===== config.mk =====
export PLATFORM = sky130hd
export DESIGN_NAME = irq_flag_reg
export DESIGN_NICKNAME = d
export VERILOG_FILES = /design/src/rtl/irq_flag_pkg.sv /design/src/rtl/irq_sync.sv /design/src/rtl/irq_edge_fsm.sv /design/src/rtl/irq_flag_cell.sv /design/src/rtl/irq_flag_reg.sv
export SDC_FILE = /design/constraint.sdc
export NUM_CORES = 1
export LEC_CHECK = 0
export BUFFER_PORTS_ARGS = -buffer_cell sky130_fd_sc_hd__buf_2
export CAP_MARGIN = 20
export CORE_ASPECT_RATIO = 1.4
export CORE_MARGIN = 4
export CORE_UTILIZATION = 35
export CTS_CLUSTER_DIAMETER = 60
export CTS_CLUSTER_SIZE = 25
export DETAILED_ROUTE_END_ITERATION = 8
export HOLD_SLACK_MARGIN = 0.02
export PLACE_DENSITY = 0.66
export SLEW_MARGIN = 20
export SYNTH_ARGS = -nofsm -noshare
export SYNTH_HDL_FRONTEND = slang
export SYNTH_SLANG_ARGS = --single-unit

===== constraint.sdc =====
create_clock -name clk -period 1.27 [get_ports clk]
set_clock_uncertainty 0.1 [all_clocks]
set_input_delay 0 -clock clk [delete_from_list [all_inputs] [get_ports clk]]
set_output_delay 0 -clock clk [all_outputs]
set_load 0.02 [all_outputs]

===== src/rtl/irq_flag_pkg.sv =====
package irq_flag_pkg;
    localparam int NUM_LO   = 2;
    localparam int NUM_HI   = 3;
    localparam int IDX_T2O  = NUM_LO;
    localparam int IDX_T2E  = NUM_LO + 1;
    localparam int IDX_ADC  = NUM_LO + 2;
    localparam int IDX_HI0  = NUM_LO + 3;
    localparam int FLAG_W   = IDX_HI0 + NUM_HI;
    localparam int REQ_W    = FLAG_W - 1;
    localparam int REQ_T2   = NUM_LO;
    localparam int REQ_ADC  = NUM_LO + 1;
    localparam int REQ_HI0  = NUM_LO + 2;
    localparam int ACK_W    = $clog2(REQ_W);

    typedef enum logic {
        EDGE_LOW  = 1'b0,
        EDGE_HIGH = 1'b1
    } edge_state_t;
endpackage


===== src/rtl/irq_sync.sv =====
module irq_sync #(
    parameter int   WIDTH   = 1,
    parameter int   STAGES  = 2,
    parameter logic RST_VAL = 1'b0
) (
    input  logic             clk,
    input  logic             rst_n,
    input  logic [WIDTH-1:0] d,
    output logic [WIDTH-1:0] q
);
    logic [STAGES-1:0][WIDTH-1:0] chain;

    always_ff @(posedge clk or negedge rst_n) begin
        if (!rst_n) begin
            chain <= {STAGES{{WIDTH{RST_VAL}}}};
        end else begin
            chain[0] <= d;
            for (int s = 1; s < STAGES; s++) begin
                chain[s] <= chain[s-1];
            end
        end
    end

    assign q = chain[STAGES-1];
endmodule


===== src/rtl/irq_edge_fsm.sv =====
module irq_edge_fsm
    import irq_flag_pkg::*;
#(
    parameter logic RISING    = 1'b1,
    parameter logic RST_LEVEL = 1'b0
) (
    input  logic clk,
    input  logic rst_n,
    input  logic level,
    output logic edge_pulse
);
    edge_state_t state, state_nx;

    always_comb begin
        state_nx = state;
        unique case (state)
            EDGE_LOW:  if (level)  state_nx = EDGE_HIGH;
            EDGE_HIGH: if (!level) state_nx = EDGE_LOW;
            default:   state_nx = EDGE_LOW;
        endcase
    end

    always_ff @(posedge clk or negedge rst_n) begin
        if (!rst_n) state <= RST_LEVEL ? EDGE_HIGH : EDGE_LOW;
        else        state <= state_nx;
    end

    always_comb begin
        edge_pulse = 1'b0;
        unique case (state)
            EDGE_LOW:  edge_pulse = RISING && level;
            EDGE_HIGH: edge_pulse = !RISING && !level;
            default:   edge_pulse = 1'b0;
        endcase
    end

    assert_single_pulse_R5: assert property (@(posedge clk) disable iff (!rst_n)
        edge_pulse |=> !edge_pulse)
        else $error("edge pulse lasted two cycles");
endmodule


===== src/rtl/irq_flag_cell.sv =====
module irq_flag_cell (
    input  logic clk,
    input  logic rst_n,
    input  logic force_clr,
    input  logic hw_set,
    input  logic sw_we,
    input  logic sw_val,
    input  logic ack_clr,
    output logic q
);
    logic q_nx;

    always_comb begin
        if (force_clr)   q_nx = 1'b0;
        else if (hw_set) q_nx = 1'b1;
        else if (sw_we)  q_nx = sw_val;
        else if (ack_clr) q_nx = 1'b0;
        else             q_nx = q;
    end

    always_ff @(posedge clk or negedge rst_n) begin
        if (!rst_n) q <= 1'b0;
        else        q <= q_nx;
    end

    assert_hw_set_wins_R11: assert property (@(posedge clk) disable iff (!rst_n)
        (hw_set && !force_clr) |=> q)
        else $error("hardware set lost");
endmodule


===== src/rtl/irq_flag_reg.sv =====
module irq_flag_reg
    import irq_flag_pkg::*;
#(
    parameter int SYNC_STAGES = 2
) (
    input  logic              clk,
    input  logic              rst_n,
    input  logic [NUM_LO-1:0] pin_ext,
    input  logic [NUM_LO-1:0] mode_edge,
    input  logic [NUM_HI-1:0] pin_hi,
    input  logic [NUM_HI-1:0] cmp_evt,
    input  logic              t2_ovf_evt,
    input  logic              t2_ext_evt,
    input  logic              adc_done_evt,
    input  logic              ack_valid,
    input  logic [ACK_W-1:0]  ack_src,
    input  logic              wr_en,
    input  logic [FLAG_W-1:0] wr_data,
    output logic [FLAG_W-1:0] rd_data,
    output logic [REQ_W-1:0]  req
);
    logic [NUM_LO-1:0] lo_sync, lo_edge;
    logic [NUM_HI-1:0] hi_sync, hi_edge;
    logic [FLAG_W-1:0] hw_set, ack_clr, force_clr, sw_we, flag_q;
    logic [REQ_W-1:0]  ack_hit;

    irq_sync #(.WIDTH(NUM_LO), .STAGES(SYNC_STAGES), .RST_VAL(1'b1)) u_sync_lo (
        .clk(clk), .rst_n(rst_n), .d(pin_ext), .q(lo_sync));
    irq_sync #(.WIDTH(NUM_HI), .STAGES(SYNC_STAGES), .RST_VAL(1'b0)) u_sync_hi (
        .clk(clk), .rst_n(rst_n), .d(pin_hi), .q(hi_sync));

    for (genvar r = 0; r < REQ_W; r++) begin : g_ack
        assign ack_hit[r] = ack_valid && (ack_src == ACK_W'(r));
    end

    for (genvar i = 0; i < NUM_LO; i++) begin : g_lo
        irq_edge_fsm #(.RISING(1'b0), .RST_LEVEL(1'b1)) u_edge (
            .clk(clk), .rst_n(rst_n), .level(lo_sync[i]), .edge_pulse(lo_edge[i]));
        assign hw_set[i]    = mode_edge[i] && lo_edge[i];
        assign force_clr[i] = !mode_edge[i];
        assign sw_we[i]     = wr_en && mode_edge[i];
        assign ack_clr[i]   = ack_hit[i] && mode_edge[i];
        assign rd_data[i]   = mode_edge[i] ? flag_q[i] : !lo_sync[i];
        assign req[i]       = rd_data[i];
    end

    assign hw_set[IDX_T2O] = t2_ovf_evt;
    assign hw_set[IDX_T2E] = t2_ext_evt;
    assign hw_set[IDX_ADC] = adc_done_evt;
    for (genvar k = IDX_T2O; k <= IDX_ADC; k++) begin : g_evt
        assign force_clr[k] = 1'b0;
        assign sw_we[k]     = wr_en;
        assign ack_clr[k]   = 1'b0;
        assign rd_data[k]   = flag_q[k];
    end
    assign req[REQ_T2]  = flag_q[IDX_T2O] | flag_q[IDX_T2E];
    assign req[REQ_ADC] = flag_q[IDX_ADC];

    for (genvar j = 0; j < NUM_HI; j++) begin : g_hi
        irq_edge_fsm #(.RISING(1'b1), .RST_LEVEL(1'b0)) u_edge (
            .clk(clk), .rst_n(rst_n), .level(hi_sync[j]), .edge_pulse(hi_edge[j]));
        assign hw_set[IDX_HI0+j]    = hi_edge[j] | cmp_evt[j];
        assign force_clr[IDX_HI0+j] = 1'b0;
        assign sw_we[IDX_HI0+j]     = wr_en;
        assign ack_clr[IDX_HI0+j]   = ack_hit[REQ_HI0+j];
        assign rd_data[IDX_HI0+j]   = flag_q[IDX_HI0+j];
        assign req[REQ_HI0+j]       = flag_q[IDX_HI0+j];
    end

    for (genvar f = 0; f < FLAG_W; f++) begin : g_cell
        irq_flag_cell u_cell (
            .clk(clk), .rst_n(rst_n), .force_clr(force_clr[f]), .hw_set(hw_set[f]),
            .sw_we(sw_we[f]), .sw_val(wr_data[f]), .ack_clr(ack_clr[f]), .q(flag_q[f]));
    end

    assert_ack_keeps_timer_R3: assert property (@(posedge clk) disable iff (!rst_n)
        (ack_valid && !wr_en && !t2_ovf_evt && !t2_ext_evt)
        |=> $stable(rd_data[IDX_T2E:IDX_T2O]))
        else $error("timer flags changed on acknowledge");

    assert_adc_sticky_R3: assert property (@(posedge clk) disable iff (!rst_n)
        (rd_data[IDX_ADC] && !wr_en) |=> rd_data[IDX_ADC])
        else $error("conversion flag cleared without write");

    assert_ack_clears_hi0_R7: assert property (@(posedge clk) disable iff (!rst_n)
        (ack_valid && ack_src == ACK_W'(REQ_HI0) && !wr_en && !hi_edge[0] && !cmp_evt[0])
        |=> !rd_data[IDX_HI0])
        else $error("acknowledge did not clear high pin flag");
endmodule


==> run metrics <==
Leakage=0.6522 nW; synth-to-layout area growth=52.62%; CTS Root Cell=clkbuf_4; Clock power frac=0.238; run status=completed; sequential share of power=0.573; CTS tree=built; most common flop cell mapped by yosys=dfrtp_1; CP max-delay cell=dfstp_2; relative slew slack=0.6801; Critical Path RT=around 1.2 ns; delay of the slowest critical-path stage=0.58 ns; Final Hold Fails=0; ANT nets after route=0; grt ovf=0; vias in the first global route=735; Ports=between 40 and 50; Worst-Skew Late Latency=around 0.31 ns; VDD IR-drop max=approximately 0.87 mV; via count=about 760; Post-synth EDFFs=0; pin count of the biggest net entering global routing=24; chip width=slightly above 50 um; Sw Pwr=about 0.36 mW; Max Freq=around 0.83 GHz; GPL Wtd Cong=0.7012; CP cell instances=o21ai_2, buf_2; CP max FO=3; layout cells sized above 1=0.4254; fillcell total=200; flop2flop setup slack=roughly 0.23 ns; Sink Count=23; gr usage total=0.1243; final setup violating endpoints=0; DR DRC count=0; actual slew at the worst max-slew pin=approximately 0.48 ns; initial antenna violation count=0; Int Power=1.037 mW; Async S/R FF share, synth=1.000; Die H=68.28 um; Seq/Total Area, Yosys=0.6419; syn nets=~100; Slew Limit Fails=0; Logic pwr share=0.189; CP Capture Type=output pin; Inserted Clock Buffers=3; utilization after layout=0.5673; Final Critical Period=around 1.2 ns; ANT cells=0; number of synthesized register bits=23; worst hold-check path type=in2async; CP startpoint kind=flop; Hold WS=approximately 0.06 ns; yosys warns=0; pwr dens=1009 nW/um^2; Initial Util=0.3717; row cnt=21; max cap viols=0; final wirelength=approximately 2200 um; Synth Instances=between 70 and 80; 1st-pass router iterations=4; IO buf count=42; sw frac=0.2585; routed wire length per instance=~13 um; hpwl dp=between 1000 and 1500 um; clock slew at reported path FFs=0.12 ns; fin nets=roughly 160; synth unique cells=19; H-tree level count=1; Mapped Area=~910 um^2; Post-Route Setup TNS=0 ns; CORE AREA=around 2400 um^2; RSZ-0062 raised after global routing=false; Tcrit/Tclk final=0.9534; DRT iter0 DRCs=29; die area=between 3000 and 4000 um^2; worst r2r path cells=2; Avg Cell Area, Syn=about 12 um^2; crit path kind=reg2out; CP Data Arrival Time=roughly 1.1 ns; first-pass GRT wire length=3111 um; Vias per Instance=approximately 4.5; maximum clock path buffer count=2
layout make-up:
type,instances,area (um^2),share of cell area
inverter,7,26.28,0.01895
multi-input combinational,30,210.2,0.1516
clock inverter,1,5.005,0.003610
timing repair buffer,70,496.7,0.3583
clock buffer,3,22.52,0.01625
sequential,23,583.1,0.4206
tap,34,42.54,0.03069
stage by stage:
stage	total power, mW	instance area [um^2]	cells	setup WS (ns)
after floorplan	0.9372	908.4	73	0.01465
final	1.399	1386	168	0.05913
after global placement	0.9995	1066	136	0.2807
after global routing	1.466	1386	168	0.01239
after detailed placement	1.006	1066	136	0.2672
after CTS	1.393	1364	167	0.0009323
routing by layer:
metal	up-vias	routed length (um)	track usage
li1	361	-	-
met1	361	746	0.1222
met2	33	1239	0.2419
met3	8	120	0.01525
met4	0	87	0.07744
met5	-	0	0
worst max-delay path, delay by kind of cell (launching register included):
kind,cells,cell delay [ns]
AOI/OAI and AO/OA,1,0.07
buffers and inverters,1,0.16
DFF,1,0.58
cells in the mapped netlist (3+ instances only):
cell / n / share of area
dfrtp_1: 17 / 0.47
o21ai_0: 3 / 0.017
dfstp_2: 6 / 0.17
inv_1: 6 / 0.025
nand2_1: 7 / 0.029
a221oi_1: 3 / 0.029
and2_1: 3 / 0.021
a211o_1: 3 / 0.029
buf_4: 12 / 0.099
o311ai_0: 4 / 0.039
timing repair:
item                       in CTS  in global routing
hold buffers                   27                  0
setup buffers                   0                  1
setup endpoints to repair       0                  5
hold endpoints to repair       36                  0
resized for setup               0                  7
placed cells by master, fill, tap and decap left out, drive strengths merged:
cell | Yosys | routed
dfstp | 6 | 6
dlygate4sd3 | 0 | 27
dfrtp | 17 | 17
nand2b | 1 | 1
o311a | 1 | 1
and2 | 3 | 3
o21a | 1 | 1
clkbuf | 0 | 3
buf | 13 | 43
or2 | 1 | 1
a221oi | 3 | 3
a21oi | 1 | 1
a21boi | 1 | 1
clkinv | 0 | 1
inv | 7 | 7
a211o | 3 | 3
nand2 | 7 | 7
o21ai | 3 | 3
nor2b | 1 | 1
o311ai | 4 | 4
state kept, by name, indices dropped and copies added, names as in the netlist:
signal / flops
g_lo.u_edge.state: 2
u_sync_lo.chain: 2
u_sync_hi.q: 3
u_sync_lo.q: 2
g_cell.u_cell.q: 8
g_hi.u_edge.state: 3
u_sync_hi.chain: 3
cell families (layout without fill, tap and decap cells):
| logic type | after synthesis | after routing | synth area share |
|---|---|---|---|
| flops | 23 | 23 | 0.6419 |
| buf+inv | 20 | 81 | 0.1336 |
| compound gates | 17 | 17 | 0.1460 |
| simple gates | 13 | 13 | 0.07853 |
power by group through the flow:
stage / clock network, mW / registers (mW) / logic, mW
floorplan: 0 / 0.809 / 0.128
global placement: 0 / 0.813 / 0.187
detailed placement: 0 / 0.816 / 0.190
CTS: 0.338 / 0.803 / 0.253
global route: 0.372 / 0.808 / 0.286
finish: 0.333 / 0.802 / 0.264
path summary, 6_finish.rpt:
kind / start / to
worst min register to register: u_sync_hi.chain[0]$_DFF_PN0_ / u_sync_hi.q[0]$_DFF_PN0_
worst max-delay path: u_sync_lo.q[0]$_DFF_PN1_ / req[0]
min in group clk: pin_hi[0] / u_sync_hi.chain[0]$_DFF_PN0_
max in group asynchronous: rst_n / u_sync_lo.q[0]$_DFF_PN1_
worst min-delay path: rst_n / g_cell[2].u_cell.q$_DFFE_PN0P_
worst max register to register: g_cell[3].u_cell.q$_DFFE_PN0P_ / g_cell[3].u_cell.q$_DFFE_PN0P_
Note: power is estimated with default switching activity, not from simulation.
